### config.mk
export PLATFORM = sky130hd
export DESIGN_NAME = chroma_interleave_seq
export DESIGN_NICKNAME = d
export VERILOG_FILES = /design/src/rtl/cis_pkg.sv /design/src/rtl/cis_line_ofs.sv /design/src/rtl/cis_slot_ctr.sv /design/src/rtl/cis_decode.sv /design/src/rtl/chroma_interleave_seq.sv
export SDC_FILE = /design/constraint.sdc
export NUM_CORES = 1
export LEC_CHECK = 0
export ABC_AREA = 1
export BUFFER_PORTS_ARGS = -buffer_cell sky130_fd_sc_hd__buf_2
export CAP_MARGIN = 30
export CORE_MARGIN = 3
export CORE_UTILIZATION = 35
export DETAILED_ROUTE_END_ITERATION = 10
export GPL_ROUTABILITY_DRIVEN = 0
export HOLD_SLACK_MARGIN = 0.1
export SYNTH_ARGS = -nofsm -noshare
export SYNTH_HDL_FRONTEND = slang
export SYNTH_SLANG_ARGS = --single-unit
### constraint.sdc
create_clock -name clk -period 1.1 [get_ports clk]
set_input_delay 0.22 -clock clk [delete_from_list [all_inputs] [get_ports clk]]
set_output_delay 0.22 -clock clk [all_outputs]
set_load 0.02 [all_outputs]
### src/rtl/cis_pkg.sv
package cis_pkg;
   typedef enum logic [1:0] {
      SLOT_VID = 2'b00,
      SLOT_U   = 2'b01,
      SLOT_V   = 2'b10
   } slot_kind_e;
endpackage

### src/rtl/cis_line_ofs.sv
// Per-line start offset: advances modulo SLOTS on each line start, cleared at field start.
module cis_line_ofs #(
   parameter int  SLOTS  = 13,
   parameter bit  ROTATE = 1'b1,
   localparam int CW     = $clog2(SLOTS)
) (
   input  logic          clk,
   input  logic          rst_n,
   input  logic          h_trig,
   input  logic          v_trig,
   output logic [CW-1:0] ofs
);
   localparam logic [CW-1:0] LAST = CW'(SLOTS - 1);

   generate
      if (ROTATE) begin : g_rotate
         always_ff @(posedge clk or negedge rst_n) begin
            if (!rst_n)
               ofs <= '0;
            else if (v_trig)
               ofs <= '0;
            else if (h_trig)
               ofs <= (ofs == LAST) ? '0 : ofs + CW'(1);
         end
      end else begin : g_fixed
         assign ofs = '0;
      end
   endgenerate
endmodule

### src/rtl/cis_slot_ctr.sv
// Slot index within the interleave cycle plus the first-pass flag of the current line.
module cis_slot_ctr #(
   parameter int  SLOTS = 13,
   localparam int CW    = $clog2(SLOTS)
) (
   input  logic          clk,
   input  logic          rst_n,
   input  logic          samp_en,
   input  logic          h_trig,
   input  logic          v_trig,
   input  logic [CW-1:0] ofs_in,
   output logic [CW-1:0] slot_ix,
   output logic          first_pass
);
   localparam logic [CW-1:0] LAST = CW'(SLOTS - 1);

   always_ff @(posedge clk or negedge rst_n) begin
      if (!rst_n) begin
         slot_ix    <= '0;
         first_pass <= 1'b1;
      end else if (v_trig) begin
         slot_ix    <= '0;
         first_pass <= 1'b1;
      end else if (h_trig) begin
         slot_ix    <= ofs_in;
         first_pass <= 1'b1;
      end else if (samp_en) begin
         if (slot_ix == LAST) begin
            slot_ix    <= '0;
            first_pass <= 1'b0;
         end else begin
            slot_ix <= slot_ix + CW'(1);
         end
      end
   end
endmodule

### src/rtl/cis_decode.sv
// Slot index to slot type, write enable and subcarrier-phase enable.
module cis_decode #(
   parameter int  SLOTS     = 13,
   parameter int  VID_SLOTS = 11,
   localparam int CW        = $clog2(SLOTS)
) (
   input  logic          samp_en,
   input  logic [CW-1:0] slot_ix,
   input  logic          first_pass,
   output logic [1:0]    slot_code,
   output logic          vid_wr_en,
   output logic          scph_en
);
   import cis_pkg::*;

   localparam logic [CW-1:0] U_IX = CW'(VID_SLOTS);
   localparam logic [CW-1:0] V_IX = CW'(VID_SLOTS + 1);

   slot_kind_e kind;

   always_comb begin
      if (slot_ix == U_IX)
         kind = SLOT_U;
      else if (slot_ix == V_IX)
         kind = SLOT_V;
      else
         kind = SLOT_VID;
   end

   assign slot_code = kind;
   assign vid_wr_en = samp_en && (kind != SLOT_U);
   assign scph_en   = samp_en && first_pass && (kind == SLOT_V);
endmodule

### src/rtl/chroma_interleave_seq.sv
module chroma_interleave_seq #(
   parameter int SLOTS     = 13,
   parameter int VID_SLOTS = 11,
   parameter bit ROTATE    = 1'b1
) (
   input  logic       clk,
   input  logic       rst_n,
   input  logic       samp_en,
   input  logic       h_trig,
   input  logic       v_trig,
   output logic [1:0] slot_code,
   output logic       vid_wr_en,
   output logic       scph_en
);
   localparam int CW = $clog2(SLOTS);

   generate
      if (SLOTS != VID_SLOTS + 2) begin : g_bad_slots
         $error("SLOTS must equal VID_SLOTS plus the two chroma slots");
      end
      if (VID_SLOTS < 1) begin : g_bad_vid
         $error("VID_SLOTS must be at least 1");
      end
   endgenerate

   logic [CW-1:0] line_ofs;
   logic [CW-1:0] slot_ix;
   logic          first_pass;

   cis_line_ofs #(.SLOTS(SLOTS), .ROTATE(ROTATE)) u_ofs (
      .clk    (clk),
      .rst_n  (rst_n),
      .h_trig (h_trig),
      .v_trig (v_trig),
      .ofs    (line_ofs)
   );

   cis_slot_ctr #(.SLOTS(SLOTS)) u_ctr (
      .clk        (clk),
      .rst_n      (rst_n),
      .samp_en    (samp_en),
      .h_trig     (h_trig),
      .v_trig     (v_trig),
      .ofs_in     (line_ofs),
      .slot_ix    (slot_ix),
      .first_pass (first_pass)
   );

   cis_decode #(.SLOTS(SLOTS), .VID_SLOTS(VID_SLOTS)) u_dec (
      .samp_en    (samp_en),
      .slot_ix    (slot_ix),
      .first_pass (first_pass),
      .slot_code  (slot_code),
      .vid_wr_en  (vid_wr_en),
      .scph_en    (scph_en)
   );
endmodule

==> results of run 1 <==
==> layout make-up <==
cell class	count	area [um^2]
clock buffer	4	26.3
fill	153	608
inverter	12	45.0
multi-input combinational	54	392
sequential	9	226
tap	16	20.0
timing repair buffer	26	206
==> power by group <==
part	switching [W]	total [W]	leakage, nW	internal (W)
combinational	0.000123	0.000248	0.314	0.000125
sequential	0.0000193	0.000369	0.118	0.000350
clock	0.000120	0.000260	0.0150	0.000140
total	0.000263	0.000877	0.446	0.000615
==> timing repair <==
item / CTS / global route
endpoints found under the hold margin: 9 / 0
setup buffers: 4 / 4
gates resized for setup: 11 / 13
pin swaps: 7 / 3
endpoints found under the setup margin: 7 / 13
hold buffers: 1 / 0
==> metal layers <==
| metal | GRT usage, % | vias up |
|---|---|---|
| met5 | 0 | - |
| met4 | 13.3 | 0 |
| met3 | 2.34 | 4 |
| met2 | 26.1 | 9 |
| met1 | 17.1 | 264 |
| li1 | - | 311 |
==> per-stage QoR <==
step	util [%]	setup TNS, ps	cells	total power [W]
2_1_floorplan	-	-101	75	0.000486
3_5_place_dp	49.8	-633	108	0.000568
5_1_grt	60.1	-1970	121	0.000932
3_3_place_gp	49.8	-557	108	0.000564
6_report	60.1	-1410	121	0.000877
4_1_cts	56.2	-1470	117	0.000854
==> worst paths after layout <==
check | endpoint | slack [ps] | cells after the start
worst min-delay path | u_ctr.first_pass$_DFFE_PN1P_ | 220 | 3
worst max register to register | u_ctr.slot_ix[0]$_DFFE_PN0P_ | -110 | 8
max in group asynchronous | u_ctr.first_pass$_DFFE_PN1P_ | 500 | 2
worst max-delay path | scph_en | -340 | 5
min in group asynchronous | u_ofs.ofs[2]$_DFFE_PN0P_ | 340 | 2
worst min register to register | u_ctr.first_pass$_DFFE_PN1P_ | 460 | 2
==> cells in the mapped netlist (2+ instances only) <==
library cell  number
nand3_1           11
nand2_4            2
a21oi_1            2
inv_1             10
nor2_2             2
o21ai_0            5
o21ai_1            2
inv_2              2
nand4_1            2
dfrtp_1            8
nand2_1           14
ha_1               4
nor2_1             6
==> flip-flops by register name (all words and copies together), names as in the netlist <==
signal,cells
u_ctr.first_pass,1
u_ofs.ofs,4
u_ctr.slot_ix,4
==> kinds of logic (layout without fill, tap and decap cells) <==
logic type | after synthesis | count (layout)
AND/OR/NAND/NOR | 38 | 38
flip-flops | 9 | 9
buffers and inverters | 12 | 42
AO/OA/AOI/OAI | 11 | 11
adder cells (fa/ha/maj) | 4 | 4
XOR/XNOR | 1 | 1
==> worst max-delay path, cell delays in order, from the launching register on <==
cell and delay, ps:
dfrtp_1 400, inv_2 90, ha_4 140, nand3_4 100, nor2_4 100, buf_6 120
==> out/metrics.cfg, run 1 <==
[worst_setup_path]
required_ps = 880
path_class = reg -> out
cp_max_fo = 4
critPathLaunchType = register
critPathLaunch = u_ctr.slot_ix[1]$_DFFE_PN0P_
end_kind = output pin
r2r-start = u_ctr.slot_ix[1]$_DFFE_PN0P_
arrival_ps = 1220

[clocking]
cts_root_buf = clkbuf_4
clk_latency_ps = 260
numCtsBuffers = 3
clk_pin_slew_worst_paths_ps = 60
h-tree-depth = 1
clk_path_buf_depth = 2
cts_num_sinks = 9
cts_tree = done

[floorplan]
rows = 14
die_area_mm2 = 0.00218
io_pins = 9
core_area_mm2 = 0.00152
start_util_pct = 38.0
chipWidth_um = 46.7
die_h_um = 46.7

[detailed_routing]
highest_layer = met4
drt_pass1_iterations = 3
met1_length_um = 560
route.met2.wl_um = 702
wirelength_um = 1350
drc = 0
wl_per_cell_um = 11.2
initialDrtViolationCount = 7
met3_length_um = 42
routed_via_density = 4.86
num_vias = 588
antenna_left = 0

[yosys]
synth-compound-area-share_pct = 10.4
synth_cell_types = 18
async_flop_share_pct = 100
synth.avg_cell_area_um2 = 7.72
synth_edf_count = 0
synth_top_family_by_area = simple AND/OR/NAND/NOR gates
yosys.area_share.simple_pct = 32.6
yosysSeqAreaShare_pct = 39.1
syn-cell-area_um2 = 579
synth-xor-area-share_pct = 1.51
synth_top_area_share_pct = 34.6
synthMuxAreaShare_pct = 0
synth.net_count = 84
synth_fa_ha_area_share_pct = 8.64
synth_flop_cell = dfrtp_1
synth-warning-count = 0
ys_top_cells_by_area = dfrtp_1 35%, nand3_1 9.5%, nand2_1 9.1%
yosysTopAreaCell = dfrtp_1
ys_ff_latch = 9
syn_inst = 75

[timing]
setup_viol = 8
hold_violations = 0
worstMarginPinSlew_ps = 243
final_max_slew_viol_count = 0
finClkSkew_ps = 4.61
rsz0062_at_grt = yes
setup_ws_ps = -339
fmax_mhz = 695
finalCriticalPeriod_ps = 1440
min_period_over_period_pct = 131
relSlewSlack_pct = 83.8
holdWs_ps = 223

[layout]
final_common_cell = buf_4
final_cell_mix = 16 x buf_4, 12 x nand2_1, 8 x dfrtp_1, 7 x inv_2, 7 x nand3_1
insertedDiodeCount = 0
nets = 115
drive_above_1_share_pct = 54.3
syn2layout_area_growth_pct = 58.1
final_area_um2 = 916

[place]
post-place-ws_ps = -160
io_buffer_count = 8
place_area_um2 = 759
dp_hpwl_um = 1030

[grt]
grt_overflow = 0
grt_pass1_wl_um = 2270
grt_max_degree = 10
grt_usage_pct = 15.7
antenna_found_initial = 0
grt_pass1_vias = 563

[job]
maxCapViolations = 0

[outcome]
status = finished, violations left
failed_checks = negative setup slack

[min_path]
hp-class = in -> reg
min-delay-start = v_trig

[pwr]
vdd_drop_max_uv = 706
power.density_mw_per_mm2 = 958
p_leak_nw = 0.446

Power figures use the tool's default switching activity.
==> run 2: changes to the inputs <==
--- a/config.mk
+++ b/config.mk
@@ -13,6 +13,7 @@
 export DETAILED_ROUTE_END_ITERATION = 10
 export GPL_ROUTABILITY_DRIVEN = 0
 export HOLD_SLACK_MARGIN = 0.1
+export RECOVER_POWER = 100
 export SYNTH_ARGS = -nofsm -noshare
 export SYNTH_HDL_FRONTEND = slang
 export SYNTH_SLANG_ARGS = --single-unit
==> out/metrics.cfg, run 2 (synthesis results as in run 1) <==
[worst_setup_path]
end_kind = output pin
path_class = reg -> out
critPathLaunchType = register
required_ps = 880
cp_max_fo = 4
arrival_ps = 1220
ff2ff_setup_slack_ps = -110

[pwr]
vdd_drop_max_uv = 704
power_frac_comb_pct = 28.1
p_seq_share_pct = 42.2
switching_share_pct = 29.8
p_int_w = 0.000614
p_leak_nw = 0.444
switchingPower_w = 0.000260
power.density_mw_per_mm2 = 960
p_clk_share_pct = 29.7

[floorplan]
core_area_mm2 = 0.00152
io_pins = 9
start_util_pct = 38.0
rows = 14
chipWidth_um = 46.7
die_area_mm2 = 0.00218
die_h_um = 46.7

[detailed_routing]
routed_via_density = 4.83
num_vias = 585
drt_pass1_iterations = 5
wirelength_um = 1350
antenna_left = 0
initialDrtViolationCount = 7
drc = 0
wl_per_cell_um = 11.1

[grt]
grt_pass1_wl_um = 2270
grt_overflow = 0
grt_usage_pct = 15.7
grt_max_degree = 10
top_usage_layer = met2
groute.layer.met2.usage_pct = 26.1
grt_use_met3_pct = 2.34
antenna_found_initial = 0
use_met1_pct = 17.1
grt_pass1_vias = 563

[clocking]
cts_num_sinks = 9
cts_tree = done
cts_root_buf = clkbuf_4
numCtsBuffers = 3
clk_latency_ps = 260
clk_path_buf_depth = 2
clk_pin_slew_worst_paths_ps = 60
h-tree-depth = 1

[layout]
drive_above_1_share_pct = 51.4
final_common_cell = buf_4
final_cell_mix = 16 x buf_4, 12 x nand2_1, 8 x dfrtp_1, 7 x nand3_1
nets = 115
n_fill_cell = 153
postLayoutCoreUtil_pct = 59.8
syn2layout_area_growth_pct = 57.2
reg_top3 = u_ctr.slot_ix (4), u_ofs.ofs (4), u_ctr.first_pass (1)
insertedDiodeCount = 0

[min_path]
hp-class = in -> reg

[timing]
setup_viol = 8
finalCriticalPeriod_ps = 1440
fmax_mhz = 695
setup_ws_ps = -338
relSlewSlack_pct = 63.7
hold_violations = 0
final_max_slew_viol_count = 0
worstMarginPinSlew_ps = 545
rsz0062_at_grt = yes
min_period_over_period_pct = 131
finClkSkew_ps = 4.06

[place]
io_buffer_count = 8
dp_hpwl_um = 1030
post-place-ws_ps = -160

[outcome]
status = finished, violations left
failed_checks = negative setup slack

[job]
maxCapViolations = 0

## run 2: final timing paths
check	depth (start not counted)	startpoint	end
worst min register to register	2	u_ctr.first_pass$_DFFE_PN1P_	u_ctr.first_pass$_DFFE_PN1P_
worst max register to register	8	u_ctr.slot_ix[1]$_DFFE_PN0P_	u_ctr.slot_ix[0]$_DFFE_PN0P_
worst max-delay path	5	u_ctr.slot_ix[1]$_DFFE_PN0P_	scph_en
min in group asynchronous	2	rst_n	u_ofs.ofs[2]$_DFFE_PN0P_
worst min-delay path	3	v_trig	u_ctr.first_pass$_DFFE_PN1P_
max in group asynchronous	2	rst_n	u_ctr.first_pass$_DFFE_PN1P_
## run 2: per-layer routing
metal | part of all wire [%] | up-vias | wire length, um
met5 | 0 | - | 0
met4 | 3.4 | 0 | 46
met3 | 3.3 | 4 | 45
met2 | 53 | 11 | 712
met1 | 40 | 265 | 545
li1 | - | 305 | -
## run 2: power by group through the flow
| stage | Combinational [W] | Sequential [W] | Clock [W] |
|---|---|---|---|
| after global routing | 0.000276 | 0.000371 | 0.000282 |
| final | 0.000246 | 0.000369 | 0.000259 |
| after global placement | 0.000191 | 0.000373 | 0 |
| after floorplan | 0.000112 | 0.000373 | 0 |
| after CTS | 0.000219 | 0.000368 | 0.000267 |
| after detailed placement | 0.000195 | 0.000374 | 0 |
## run 2: critical path, stage by stage (launching register included)
cell and delay [ps]:
dfrtp_1 400, inv_2 90, ha_4 140, nand3_4 100
nor2_4 100, buf_6 120
## run 2: layout make-up
| class | instances | area [um^2] | share of cell area, % |
|---|---|---|---|
| Timing Repair Buffer | 26 | 205 | 22.5 |
| Sequential cell | 9 | 226 | 24.9 |
| Multi-Input combinational cell | 54 | 388 | 42.6 |
| Clock buffer | 4 | 26.3 | 2.88 |
| Inverter | 12 | 45.0 | 4.95 |
| Tap cell | 16 | 20.0 | 2.20 |
## run 2: repair_timing
item                                    CTS  global route
endpoints found under the setup margin    7            13
endpoints found under the hold margin     9             0
resized for setup                        11            13
pin swaps                                 7             3
setup buffers                             4             4
hold buffers                              1             0
## run 2: through the flow
step | setup TNS (ps) | area, um^2 | total power (W) | instances | hold WS (ps)
6_report | -1410 | 911 | 0.000874 | 121 | 223
5_1_grt | -2100 | 911 | 0.000929 | 121 | 237
4_1_cts | -1470 | 856 | 0.000854 | 117 | 220
3_5_place_dp | -633 | 759 | 0.000568 | 108 | 90.9
3_3_place_gp | -557 | 759 | 0.000564 | 108 | 85.3
2_1_floorplan | -101 | 632 | 0.000486 | 75 | -75.6
==> run 3: changes to the inputs <==
--- a/config.mk
+++ b/config.mk
@@ -12,7 +12,7 @@
 export CORE_UTILIZATION = 35
 export DETAILED_ROUTE_END_ITERATION = 10
 export GPL_ROUTABILITY_DRIVEN = 0
-export HOLD_SLACK_MARGIN = 0.1
+export GPL_TIMING_DRIVEN = 0
 export RECOVER_POWER = 100
 export SYNTH_ARGS = -nofsm -noshare
 export SYNTH_HDL_FRONTEND = slang
==> out/metrics.cfg, run 3 (synthesis results as in run 1) <==
[pwr]
power_frac_comb_pct = 24.2
p_seq_share_pct = 44.6
p_int_w = 0.000585
p_clk_share_pct = 31.2
p_leak_nw = 0.403
vdd_drop_max_uv = 623
switchingPower_w = 0.000250
switching_share_pct = 29.9
power.density_mw_per_mm2 = 997

[floorplan]
rows = 14
die_area_mm2 = 0.00218
io_pins = 9
start_util_pct = 38.0
chipWidth_um = 46.7
die_h_um = 46.7
core_area_mm2 = 0.00152

[place]
place_area_um2 = 692
dp_hpwl_um = 864
post-place-ws_ps = -200
io_buffer_count = 8
dp_cells = 99

[detailed_routing]
drt_pass1_iterations = 3
wirelength_um = 1200
antenna_left = 0
initialDrtViolationCount = 7
wl_per_cell_um = 10.5
num_vias = 554
routed_via_density = 4.86
drc = 0

[timing]
finalCriticalPeriod_ps = 1470
final_max_slew_viol_count = 0
min_period_over_period_pct = 133
rsz0062_at_grt = yes
setup_ws_ps = -367
hold_violations = 0
fmax_mhz = 681
relSlewSlack_pct = 65.9
worstMarginPinSlew_ps = 512
setup_viol = 7
finClkSkew_ps = 4.45

[grt]
grt_usage_pct = 13.9
grt_max_degree = 10
grt_pass1_vias = 501
antenna_found_initial = 0
grt_pass1_wl_um = 2100
grt_overflow = 0

[worst_setup_path]
crit_path_frequent_cell = nor2_4
crit_chain = ha_2 > nand2_2 > nor2_4 > nor2_4 > buf_6
slowest_delay_ps = 400
arrival_ps = 1250
cp_slowest_cell = dfrtp_1
required_ps = 880
ff2ff_setup_slack_ps = -280
critPathLaunchType = register
end_kind = output pin
cp_max_fo = 3
path_class = reg -> out

[clocking]
cts_tree = done
cts_num_sinks = 9
h-tree-depth = 1
clk_path_buf_depth = 2
cts_root_buf = clkbuf_4
numCtsBuffers = 3
clk_latency_ps = 260
clk_pin_slew_worst_paths_ps = 60

[layout]
final_cells = 114
reg_top3 = u_ctr.slot_ix (4), u_ofs.ofs (4), u_ctr.first_pass (1)
final_cell_mix = 13 x nand2_1, 10 x buf_4, 8 x nand3_1, 8 x dfrtp_1
syn2layout_area_growth_pct = 44.5
final_common_cell = nand2_1
insertedDiodeCount = 0
drive_above_1_share_pct = 42.9
nets = 108
final_area_um2 = 837

[outcome]
failed_checks = negative setup slack
status = finished, violations left

[min_path]
hp-class = in -> reg

[job]
maxCapViolations = 0

[run 3: power by group through the flow]
stage / Clock (W) / Sequential, W / Combinational (W)
6_report: 0.000260 / 0.000372 / 0.000202
5_1_grt: 0.000286 / 0.000375 / 0.000228
4_1_cts: 0.000270 / 0.000371 / 0.000184
3_5_place_dp: 0 / 0.000378 / 0.000151
3_3_place_gp: 0 / 0.000378 / 0.000149
2_1_floorplan: 0 / 0.000373 / 0.000112
[run 3: path summary, 6_finish.rpt]
| check | from | endpoint | depth (start not counted) |
|---|---|---|---|
| min | v_trig | u_ctr.first_pass$_DFFE_PN1P_ | 3 |
| max | u_ctr.slot_ix[1]$_DFFE_PN0P_ | vid_wr_en | 5 |
| min reg2reg | u_ctr.first_pass$_DFFE_PN1P_ | u_ctr.first_pass$_DFFE_PN1P_ | 2 |
| max reg2reg | u_ctr.slot_ix[1]$_DFFE_PN0P_ | u_ctr.slot_ix[3]$_DFFE_PN0P_ | 9 |
| min in group asynchronous | rst_n | u_ctr.slot_ix[1]$_DFFE_PN0P_ | 2 |
| max in group asynchronous | rst_n | u_ctr.first_pass$_DFFE_PN1P_ | 2 |
[run 3: layer usage]
metal	vias to the layer above	track usage, %	share of wire (%)
met5	-	0	0
met3	4	2.34	3.4
met2	9	21.7	48
li1	290	-	-
met1	251	17.6	47
met4	0	8.29	2.4
[run 3: stage by stage]
step	TNS, ps	power (W)	util, %	hold slack [ps]
after floorplan	-101	0.000486	-	-75.6
after global placement	-741	0.000527	45.4	86.0
after detailed placement	-796	0.000529	45.4	88.5
after CTS	-1740	0.000825	52.0	220
after global routing	-2510	0.000888	54.9	232
final	-1970	0.000835	54.9	223
[run 3: cell type report]
type,count,area (um^2)
timing repair buffer,19,149
tap,16,20.0
multi-input combinational,54,370
fill,145,687
clock buffer,4,26.3
inverter,12,45.0
sequential,9,226
[run 3: worst max-delay path, delay by kind of cell, from the launching register on]
family / cells / cell delay (ps)
fa+ha+maj: 1 / 210
flops: 1 / 400
simple gates: 3 / 250
buf+inv: 1 / 130
[run 3: timing repair]
item | CTS | global route
hold buffers | 1 | 0
gates resized for setup | 10 | 5
pin swaps | 1 | 4
hold endpoints to repair | 8 | 0
setup endpoints to repair | 9 | 12
buffers inserted | 5 | 5
